===== config.mk =====
export PLATFORM = sky130hd
export DESIGN_NAME = disp_link_tx
export DESIGN_NICKNAME = d
export VERILOG_FILES = /design/src/rtl/disp_link_pkg.sv /design/src/rtl/dlt_phase_timer.sv /design/src/rtl/dlt_byte_shift.sv /design/src/rtl/disp_link_tx.sv
export SDC_FILE = /design/constraint.sdc
export NUM_CORES = 1
export LEC_CHECK = 0
export ABC_AREA = 1
export CAP_MARGIN = 20
export CORE_MARGIN = 2
export CORE_UTILIZATION = 36
export DETAILED_ROUTE_END_ITERATION = 12
export HOLD_SLACK_MARGIN = 0.02
export PLACE_DENSITY_LB_ADDON = 0.25
export SETUP_SLACK_MARGIN = 0.2
export SLEW_MARGIN = 5
export SYNTH_ARGS = -nofsm -noshare
export SYNTH_HDL_FRONTEND = slang
export SYNTH_SLANG_ARGS = --single-unit

===== constraint.sdc =====
create_clock -name clk -period 4 [get_ports clk]
set_input_delay 1.2 -clock clk [delete_from_list [all_inputs] [get_ports clk]]
set_output_delay 1.2 -clock clk [all_outputs]
set_load 0.03 [all_outputs]

===== src/rtl/disp_link_pkg.sv =====
package disp_link_pkg;

    typedef enum logic [2:0] {
        ST_IDLE,
        ST_WAIT,
        ST_LOW,
        ST_HIGH,
        ST_GAP
    } link_state_e;

    typedef struct packed {
        link_state_e st;
        logic        dc;
        logic        burst;
        logic        last;
        logic        pend;
    } link_ctl_t;

endpackage


===== src/rtl/dlt_phase_timer.sv =====
module dlt_phase_timer #(
    parameter int HALF_CLKS = 3
) (
    input  logic clk,
    input  logic rst,
    input  logic run_i,
    output logic done_o
);
    localparam int CW = (HALF_CLKS > 1) ? $clog2(HALF_CLKS) : 1;
    localparam logic [CW-1:0] LAST_CNT = CW'(HALF_CLKS - 1);

    logic [CW-1:0] cnt_d, cnt_q;

    always_comb begin
        done_o = run_i && (cnt_q == LAST_CNT);
        if (!run_i || done_o) cnt_d = '0;
        else                  cnt_d = cnt_q + 1'b1;
    end

    always_ff @(posedge clk) begin
        if (rst) cnt_q <= '0;
        else     cnt_q <= cnt_d;
    end

    // the phase counter never passes the half-period length
    p_cnt_bound_r3: assert property (@(posedge clk) disable iff (rst)
        cnt_q <= LAST_CNT);

endmodule


===== src/rtl/dlt_byte_shift.sv =====
module dlt_byte_shift #(
    parameter int BYTE_W = 8
) (
    input  logic              clk,
    input  logic              rst,
    input  logic              load_i,
    input  logic [BYTE_W-1:0] byte_i,
    input  logic              shift_i,
    output logic              bit_o,
    output logic              final_o
);
    localparam int IW = (BYTE_W > 1) ? $clog2(BYTE_W) : 1;
    localparam logic [IW-1:0] LAST_IDX = IW'(BYTE_W - 1);

    logic [BYTE_W-1:0] sh_d, sh_q;
    logic [IW-1:0]     idx_d, idx_q;

    always_comb begin
        sh_d  = sh_q;
        idx_d = idx_q;
        if (load_i) begin
            sh_d  = byte_i;
            idx_d = '0;
        end else if (shift_i) begin
            sh_d  = {sh_q[BYTE_W-2:0], 1'b0};
            idx_d = idx_q + 1'b1;
        end
        bit_o   = sh_q[BYTE_W-1];
        final_o = (idx_q == LAST_IDX);
    end

    always_ff @(posedge clk) begin
        if (rst) begin
            sh_q  <= '0;
            idx_q <= '0;
        end else begin
            sh_q  <= sh_d;
            idx_q <= idx_d;
        end
    end

    // a load presents the top bit of the new byte first
    p_load_msb_r2: assert property (@(posedge clk) disable iff (rst)
        load_i |=> (idx_q == '0) && (bit_o == $past(byte_i[BYTE_W-1])));

    // no shift is requested once the last bit is out
    p_no_overshift_r2: assert property (@(posedge clk) disable iff (rst)
        shift_i |-> !final_o);

endmodule


===== src/rtl/disp_link_tx.sv =====
module disp_link_tx
    import disp_link_pkg::*;
#(
    parameter int HALF_CLKS = 3,
    parameter int BYTE_W    = 8
) (
    input  logic              clk,
    input  logic              rst,
    input  logic              req_valid,
    output logic              req_ready,
    input  logic [1:0]        req_op,
    input  logic [BYTE_W-1:0] req_cmd,
    input  logic [BYTE_W-1:0] req_data,
    input  logic              bst_valid,
    output logic              bst_ready,
    input  logic [BYTE_W-1:0] bst_data,
    input  logic              bst_last,
    output logic              busy,
    output logic              dsp_cs_n,
    output logic              dsp_dc,
    output logic              dsp_sck,
    output logic              dsp_sdo
);
    link_ctl_t         ctl_d, ctl_q;
    logic [BYTE_W-1:0] pend_d, pend_q;
    logic              ph_run, ph_done;
    logic              ld, sh, cur_bit, fin;
    logic [BYTE_W-1:0] ld_byte;
    logic              line_idle;

    assign ph_run = (ctl_q.st == ST_LOW) || (ctl_q.st == ST_HIGH) || (ctl_q.st == ST_GAP);

    dlt_phase_timer #(.HALF_CLKS(HALF_CLKS)) i_timer (
        .clk    (clk),
        .rst    (rst),
        .run_i  (ph_run),
        .done_o (ph_done)
    );

    dlt_byte_shift #(.BYTE_W(BYTE_W)) i_shift (
        .clk     (clk),
        .rst     (rst),
        .load_i  (ld),
        .byte_i  (ld_byte),
        .shift_i (sh),
        .bit_o   (cur_bit),
        .final_o (fin)
    );

    always_comb begin
        ctl_d     = ctl_q;
        pend_d    = pend_q;
        ld        = 1'b0;
        sh        = 1'b0;
        ld_byte   = bst_data;
        bst_ready = 1'b0;
        case (ctl_q.st)
            ST_IDLE: begin
                if (req_valid) begin
                    if (req_op[1]) begin
                        ctl_d.st    = ST_WAIT;
                        ctl_d.dc    = 1'b1;
                        ctl_d.burst = 1'b1;
                        ctl_d.last  = 1'b0;
                        ctl_d.pend  = 1'b0;
                    end else begin
                        ld          = 1'b1;
                        ld_byte     = req_cmd;
                        ctl_d.st    = ST_LOW;
                        ctl_d.dc    = 1'b0;
                        ctl_d.burst = 1'b0;
                        ctl_d.pend  = req_op[0];
                        pend_d      = req_data;
                    end
                end
            end
            ST_WAIT: begin
                bst_ready = 1'b1;
                if (bst_valid) begin
                    ld         = 1'b1;
                    ctl_d.last = bst_last;
                    ctl_d.st   = ST_LOW;
                end
            end
            ST_LOW: begin
                if (ph_done) ctl_d.st = ST_HIGH;
            end
            ST_HIGH: begin
                if (ph_done) begin
                    if (!fin) begin
                        sh       = 1'b1;
                        ctl_d.st = ST_LOW;
                    end else if (ctl_q.burst && !ctl_q.last) begin
                        bst_ready = 1'b1;
                        if (bst_valid) begin
                            ld         = 1'b1;
                            ctl_d.last = bst_last;
                            ctl_d.st   = ST_LOW;
                        end else begin
                            ctl_d.st = ST_WAIT;
                        end
                    end else if (ctl_q.pend) begin
                        ctl_d.st = ST_GAP;
                    end else begin
                        ctl_d.st = ST_IDLE;
                    end
                end
            end
            ST_GAP: begin
                if (ph_done) begin
                    ld         = 1'b1;
                    ld_byte    = pend_q;
                    ctl_d.dc   = 1'b1;
                    ctl_d.pend = 1'b0;
                    ctl_d.st   = ST_LOW;
                end
            end
            default: ctl_d.st = ST_IDLE;
        endcase
    end

    always_ff @(posedge clk) begin
        if (rst) begin
            ctl_q.st    <= ST_IDLE;
            ctl_q.dc    <= 1'b1;
            ctl_q.burst <= 1'b0;
            ctl_q.last  <= 1'b0;
            ctl_q.pend  <= 1'b0;
            pend_q      <= '0;
        end else begin
            ctl_q  <= ctl_d;
            pend_q <= pend_d;
        end
    end

    assign line_idle = (ctl_q.st == ST_IDLE) || (ctl_q.st == ST_GAP);
    assign busy      = (ctl_q.st != ST_IDLE);
    assign req_ready = !busy;
    assign dsp_cs_n  = line_idle;
    assign dsp_sck   = line_idle || (ctl_q.st == ST_HIGH);
    assign dsp_sdo   = line_idle || cur_bit;
    assign dsp_dc    = line_idle || ctl_q.dc;

    // an accepted request makes the block busy
    p_accept_busy_r9: assert property (@(posedge clk) disable iff (rst)
        (req_valid && req_ready) |=> busy);

    // chip select is only asserted during an operation
    p_cs_in_busy_r9: assert property (@(posedge clk) disable iff (rst)
        !dsp_cs_n |-> busy);

    // all lines are idle high when busy drops
    p_release_r10: assert property (@(posedge clk) disable iff (rst)
        $fell(busy) |-> (dsp_cs_n && dsp_sck && dsp_sdo && dsp_dc));

    // a missing burst byte parks the link with select and clock low
    p_stall_hold_r8: assert property (@(posedge clk) disable iff (rst)
        (bst_ready && !bst_valid) |=> (!dsp_cs_n && !dsp_sck));

    // the data level is settled before the clock rises
    p_sdo_setup_r2: assert property (@(posedge clk) disable iff (rst)
        (!dsp_cs_n && $rose(dsp_sck)) |-> $stable(dsp_sdo));

    // the burst channel is closed outside a burst
    p_bst_closed_r11: assert property (@(posedge clk) disable iff (rst)
        !ctl_q.burst |-> !bst_ready);

endmodule


==> flow_summary.yaml, run 1 <==
floorplanning:
  rows: 24
  start_util_pct: 37.89
  die-area_sq_mm: 0.005241
  core_area_sq_mm: 0.004444
  ioPinCount: 38
  die_h_um: 72.40
  die_w_um: 72.40
yosys:
  synth.avg_cell_area_sq_um: 6.553
  synth_seq_cells: 28
  ys_seq_area_share_pct: 33.28
  yosys.area.top_type: "dfxtp_1"
  netlist_instances: 257
  syn_area_sq_mm: 0.001684
  ys.warnings.count: 0
  synth_nets: 291
  synth_area_leaders: "dfxtp_1, nand2_1, nor2_1, inv_1, nand3_1"
  synth_top_area_share_pct: 33.28
  synth_cell_types: 29
timing:
  fin_crit_ns: 3.279
  hold_ws_ns: 0.4146
  worst_pin_slew_ns: 0.6051
  fmax_ghz: 0.3050
  fin_skew_ns: 0.002984
  finalCritPeriodShare_pct: 81.97
  slew_violations: 0
  setup_slack_ns: 0.7212
  maxSlewHeadroom_pct: 59.39
  setup_viol: 0
  fin_tns_setup_ns: 0
  rsz0062_at_grt: "no"
  hold_viol: 0
route:
  topRoutingLayerUsed: "met4"
  via_per_inst: 4.772
  dr.pass1.iters: 4
  met1Wirelength_mm: 1.791
  route.met2.wl_mm: 1.843
  vias: 1651
  drtIter0Drc: 70
  routedWlPerCell_um: 11.24
  drc: 0
  ant_nets: 0
  wirelength_mm: 3.888
  wl_met3_um: 192
final_layout:
  drive_gt1_share_pct: 10.88
  finalNetCount: 330
  syn2layout_area_growth_pct: 27.71
  diodes: 0
  fillers: 473
  design_area_sq_mm: 0.002151
pwr:
  ir_drop_mv: 0.2318
  p_leak_nw: 0.9813
  power_density_mw_per_mm2: 602.0
  p_total_mw: 1.295
clock_tree:
  cts_tree: "yes"
  clock_latency_ns: 0.27
  cts_resized: 0
  clk_pin_slew_ns: 0.09
  cts.sinks: 28
  hold_buffers: 0
  cts_buffers: 3
  h-tree-depth: 1
  post-cts-setup-buffers: 0
  clockBufferDepth: 2
  clock-root-buffer: "clkbuf_8"
global_routing:
  grt_pass1_wl_mm: 6.831
  grt_pass1_vias: 1597
  grt-ovfl-total: 0
  grt_max_degree: 17
  antenna_found_initial: 0
  grtUsageTotal_pct: 16.23
worst_setup_path:
  cp_cell_sequence: "nor2_4, nand2_4, a21oi_4, nand3_1, nand2_1, clkdlybuf4s50_1"
  rr_worst_depth: 9
  cp_data_arrival_time_ns: 2.08
  path_max_fanout: 6
  crit_type: "reg -> out"
  cp.required_ns: 2.80
  critPathCaptureType: "output pin"
  slowest_delay_ns: 0.66
  slowest_stage: "clkdlybuf4s50_1"
  startpoint_type: "register"
  r2r_slack_ns: 2.31
min_path:
  hold_class: "reg -> reg"
  worstHoldPathCells: 1
placement:
  place.gp.congestion: 0.8562
  io_buffers: 37
  postPlaceCellArea_sq_mm: 0.002110
  place_ws_ns: 0.9763
  dp_hpwl_mm: 3.049
outcome:
  outcome: "finished clean"
run:
  maxCapViolCount: 0
==> power breakdown <==
part	total, mW	switching (mW)	internal [mW]
clock network	0.151	0.0830	0.0676
registers	0.393	0.0448	0.348
logic	0.751	0.475	0.276
total	1.29	0.603	0.692
==> sequential cells by signal, summed over array words and instances, names as in the netlist <==
register,flops
i_shift.idx_q,3
i_timer.cnt_q,2
ctl_q,7
i_shift.sh_q,8
pend_q,8
==> cells by family (layout without fill, tap and decap cells) <==
| kind of cell | Yosys count | after routing | synth area share, % |
|---|---|---|---|
| compound gates | 34 | 34 | 12.85 |
| xor+xnor | 1 | 1 | 0.5202 |
| fa+ha+maj | 3 | 3 | 2.229 |
| buf+inv | 39 | 76 | 9.138 |
| flops | 28 | 28 | 33.28 |
| simple gates | 152 | 152 | 41.98 |
==> per-layer routing <==
layer  vias up  global-route usage, %
met5         -                      0
met4         0                  5.761
met3         6                  2.639
met2        39                  27.22
met1       727                  21.09
li1        879                      -
==> Yosys cell counts, drive strengths merged <==
library cell / number
nor3: 1
nand3: 17
o211a: 1
a211oi: 1
inv: 33
nor3b: 1
buf: 2
xor2: 1
a21oi: 8
a31oi: 1
ha: 3
or2: 1
clkbuf: 2
nand4: 2
o211ai: 6
nor2: 56
nand2: 74
dfxtp: 28
o21ai: 17
clkinv: 2
==> through the flow <==
step | instances | utilization [%]
2_1_floorplan | 257 | -
3_3_place_gp | 343 | 47.47
3_5_place_dp | 343 | 47.47
4_1_cts | 346 | 48.40
5_1_grt | 346 | 48.40
6_report | 346 | 48.40
==> layout make-up <==
type                            instances  area, sq um  area share [%]
Sequential cell                        28        560.5           26.06
Tap cell                               52        65.06           3.025
Multi-Input combinational cell        190        969.7           45.08
Inverter                               35        136.4           6.341
Clock buffer                            3        41.29           1.920
Timing Repair Buffer                   38        377.9           17.57
==> layout by cell type (no fill, tap or decap) <==
master	synthesis	routed
nand2_4	5	5
nor2_4	4	4
a21oi_4	2	2
nand2_1	68	68
o21ai_0	11	11
nor3b_1	1	1
inv_1	28	28
a31oi_1	1	1
clkinv_4	1	1
nand3_4	1	1
nand3_1	16	16
clkdlybuf4s50_1	0	37
a211oi_1	1	1
nand2_2	1	1
dfxtp_1	28	28
nand4_1	2	2
nor3_1	1	1
buf_4	0	1
o211a_1	1	1
nor2_1	44	44
a21oi_1	6	6
o21ai_1	6	6
nor2_2	8	8
xor2_1	1	1
ha_1	3	3
or2_2	1	1
inv_2	5	5
clkbuf_8	0	3
clkinv_1	1	1
o211ai_1	6	6
==> worst paths after layout <==
path / from / endpoint
setup / recovery: ctl_q[4] / bst_ready
hold / removal: i_timer.cnt_q[0] / i_timer.cnt_q[0]
setup reg to reg: i_shift.idx_q[0] / i_shift.sh_q[7]
hold reg to reg: i_timer.cnt_q[0] / i_timer.cnt_q[0]
==> worst max-delay path, delay by kind of cell, from the launching register on <==
kind	cells	cell delay, ns
flip-flops	1	0.38
buffers and inverters	1	0.66
AND/OR/NAND/NOR	4	0.54
AO/OA/AOI/OAI	1	0.23
Note: power is estimated with default switching activity, not from simulation.
==> inputs of run 2 (changes only) <==
clock period = 2.7 ns   (was 4 ns; I/O delays follow)
==> flow_summary.yaml, run 2 (synthesis gave the netlist of run 1 again) <==
floorplanning:
  die_h_um: 72.40
  die_w_um: 72.40
  core_area_sq_mm: 0.004444
  die-area_sq_mm: 0.005241
  start_util_pct: 37.89
  ioPinCount: 38
  rows: 24
worst_setup_path:
  crit_type: "reg -> out"
  slowest_stage: "clkdlybuf4s50_1"
  slowest_delay_ns: 0.67
  path_max_fanout: 5
  critPathCaptureType: "output pin"
  cp.required_ns: 1.89
  startpoint_type: "register"
  r2r_slack_ns: 1.01
  cp_cell_sequence: "nor2_4, buf_4, clkdlybuf4s50_1"
  cp_data_arrival_time_ns: 1.63
outcome:
  outcome: "finished clean"
final_layout:
  finalNetCount: 334
  top_regs: "i_shift.sh_q: 8 flops, pend_q: 8 flops, ctl_q: 7 flops"
  fillers: 476
  drive_gt1_share_pct: 12.71
  layout_common_cells: "nand2_1, nor2_1, clkdlybuf4s50_1, inv_1, dfxtp_1"
  diodes: 0
  mostFrequentLayoutCell: "nand2_1"
  syn2layout_area_growth_pct: 30.68
timing:
  finalCritPeriodShare_pct: 90.39
  setup_viol: 0
  hold_viol: 0
  fin_crit_ns: 2.441
  slew_violations: 0
  fin_skew_ns: 0.001463
  fmax_ghz: 0.4097
  maxSlewHeadroom_pct: 54.15
  fin_tns_setup_ns: 0
  rsz0062_at_grt: "no"
  hold_ws_ns: 0.4175
  worst_pin_slew_ns: 0.6832
pwr:
  ir_drop_mv: 0.4591
  power.switching_mw: 0.9164
  power_frac_seq_pct: 28.6
  p_comb_share_pct: 54.9
  power_density_mw_per_mm2: 920.1
  p_int_mw: 1.109
  switching_share_pct: 45.25
  power_frac_clock_pct: 16.5
  p_leak_nw: 1.015
clock_tree:
  clock-root-buffer: "clkbuf_8"
  h-tree-depth: 1
  cts.sinks: 28
  hold_buffers: 0
  clock_latency_ns: 0.28
  post-cts-setup-buffers: 0
  clk_pin_slew_ns: 0.10
  clockBufferDepth: 2
  cts_tree: "yes"
  cts_buffers: 3
  cts_resized: 6
route:
  drtIter0Drc: 40
  drc: 0
  routedWlPerCell_um: 11.51
  dr.pass1.iters: 4
  wirelength_mm: 4.040
  via_per_inst: 4.801
  ant_nets: 0
  vias: 1685
global_routing:
  grt_pass1_wl_mm: 6.886
  grt-ovfl-total: 0
  antenna_found_initial: 0
  grt_pass1_vias: 1589
  grt_max_degree: 17
  grtUsageTotal_pct: 16.75
min_path:
  hold_class: "reg -> reg"
placement:
  dp_hpwl_mm: 3.155
  io_buffers: 37
  place.gp.congestion: 0.8285
run:
  maxCapViolCount: 0
[run 2: area by class of cell]
type	instances	area, sq um	area share (%)
inverter	35	136.4	6.197
sequential	28	560.5	25.47
clock inverter	1	30.03	1.364
multi-input combinational	190	969.7	44.06
timing repair buffer	42	397.9	18.08
tap	52	65.06	2.956
clock buffer	3	41.29	1.876
[run 2: routing by layer]
| layer | up-vias | share of wire, % | track usage [%] |
|---|---|---|---|
| li1 | 893 | - | - |
| met5 | - | 0 | 0 |
| met1 | 747 | 49 | 21.54 |
| met4 | 0 | 1.0 | 3.704 |
| met3 | 4 | 4.9 | 4.167 |
| met2 | 41 | 45 | 28.44 |
[run 2: power groups by stage]
| stage | Combinational, mW | Sequential [mW] | Clock (mW) |
|---|---|---|---|
| 5_1_grt | 1.24 | 0.593 | 0.359 |
| 6_report | 1.11 | 0.579 | 0.335 |
| 3_5_place_dp | 1.15 | 0.589 | 0 |
| 3_3_place_gp | 1.15 | 0.587 | 0 |
| 2_1_floorplan | 0.795 | 0.578 | 0 |
| 4_1_cts | 1.12 | 0.580 | 0.346 |
[run 2: critical path: cells and delay by family (launching register included)]
family,cells,cell delay (ns)
AND/OR/NAND/NOR,1,0.15
buffers and inverters,2,0.83
flip-flops,1,0.38
[run 2: worst paths after layout]
check / from / end / cells past startpoint
worst max-delay path: ctl_q[4] / dsp_cs_n / 3
worst min-delay path: i_timer.cnt_q[0] / i_timer.cnt_q[0] / 1
worst max register to register: i_shift.idx_q[0] / i_shift.sh_q[2] / 9
worst min register to register: i_timer.cnt_q[0] / i_timer.cnt_q[0] / 1
[run 2: metrics by stage]
step / utilization, % / cell area [sq um] / power, mW / instances / setup WS, ns
after floorplan: - / 1684 / 1.372 / 257 / 0.5788
after global placement: 48.14 / 2140 / 1.734 / 347 / 0.2406
after detailed placement: 48.14 / 2140 / 1.743 / 347 / 0.2191
after CTS: 49.58 / 2203 / 2.042 / 351 / 0.1755
after global routing: 49.52 / 2201 / 2.196 / 351 / 0.2008
final: 49.52 / 2201 / 2.025 / 351 / 0.2594
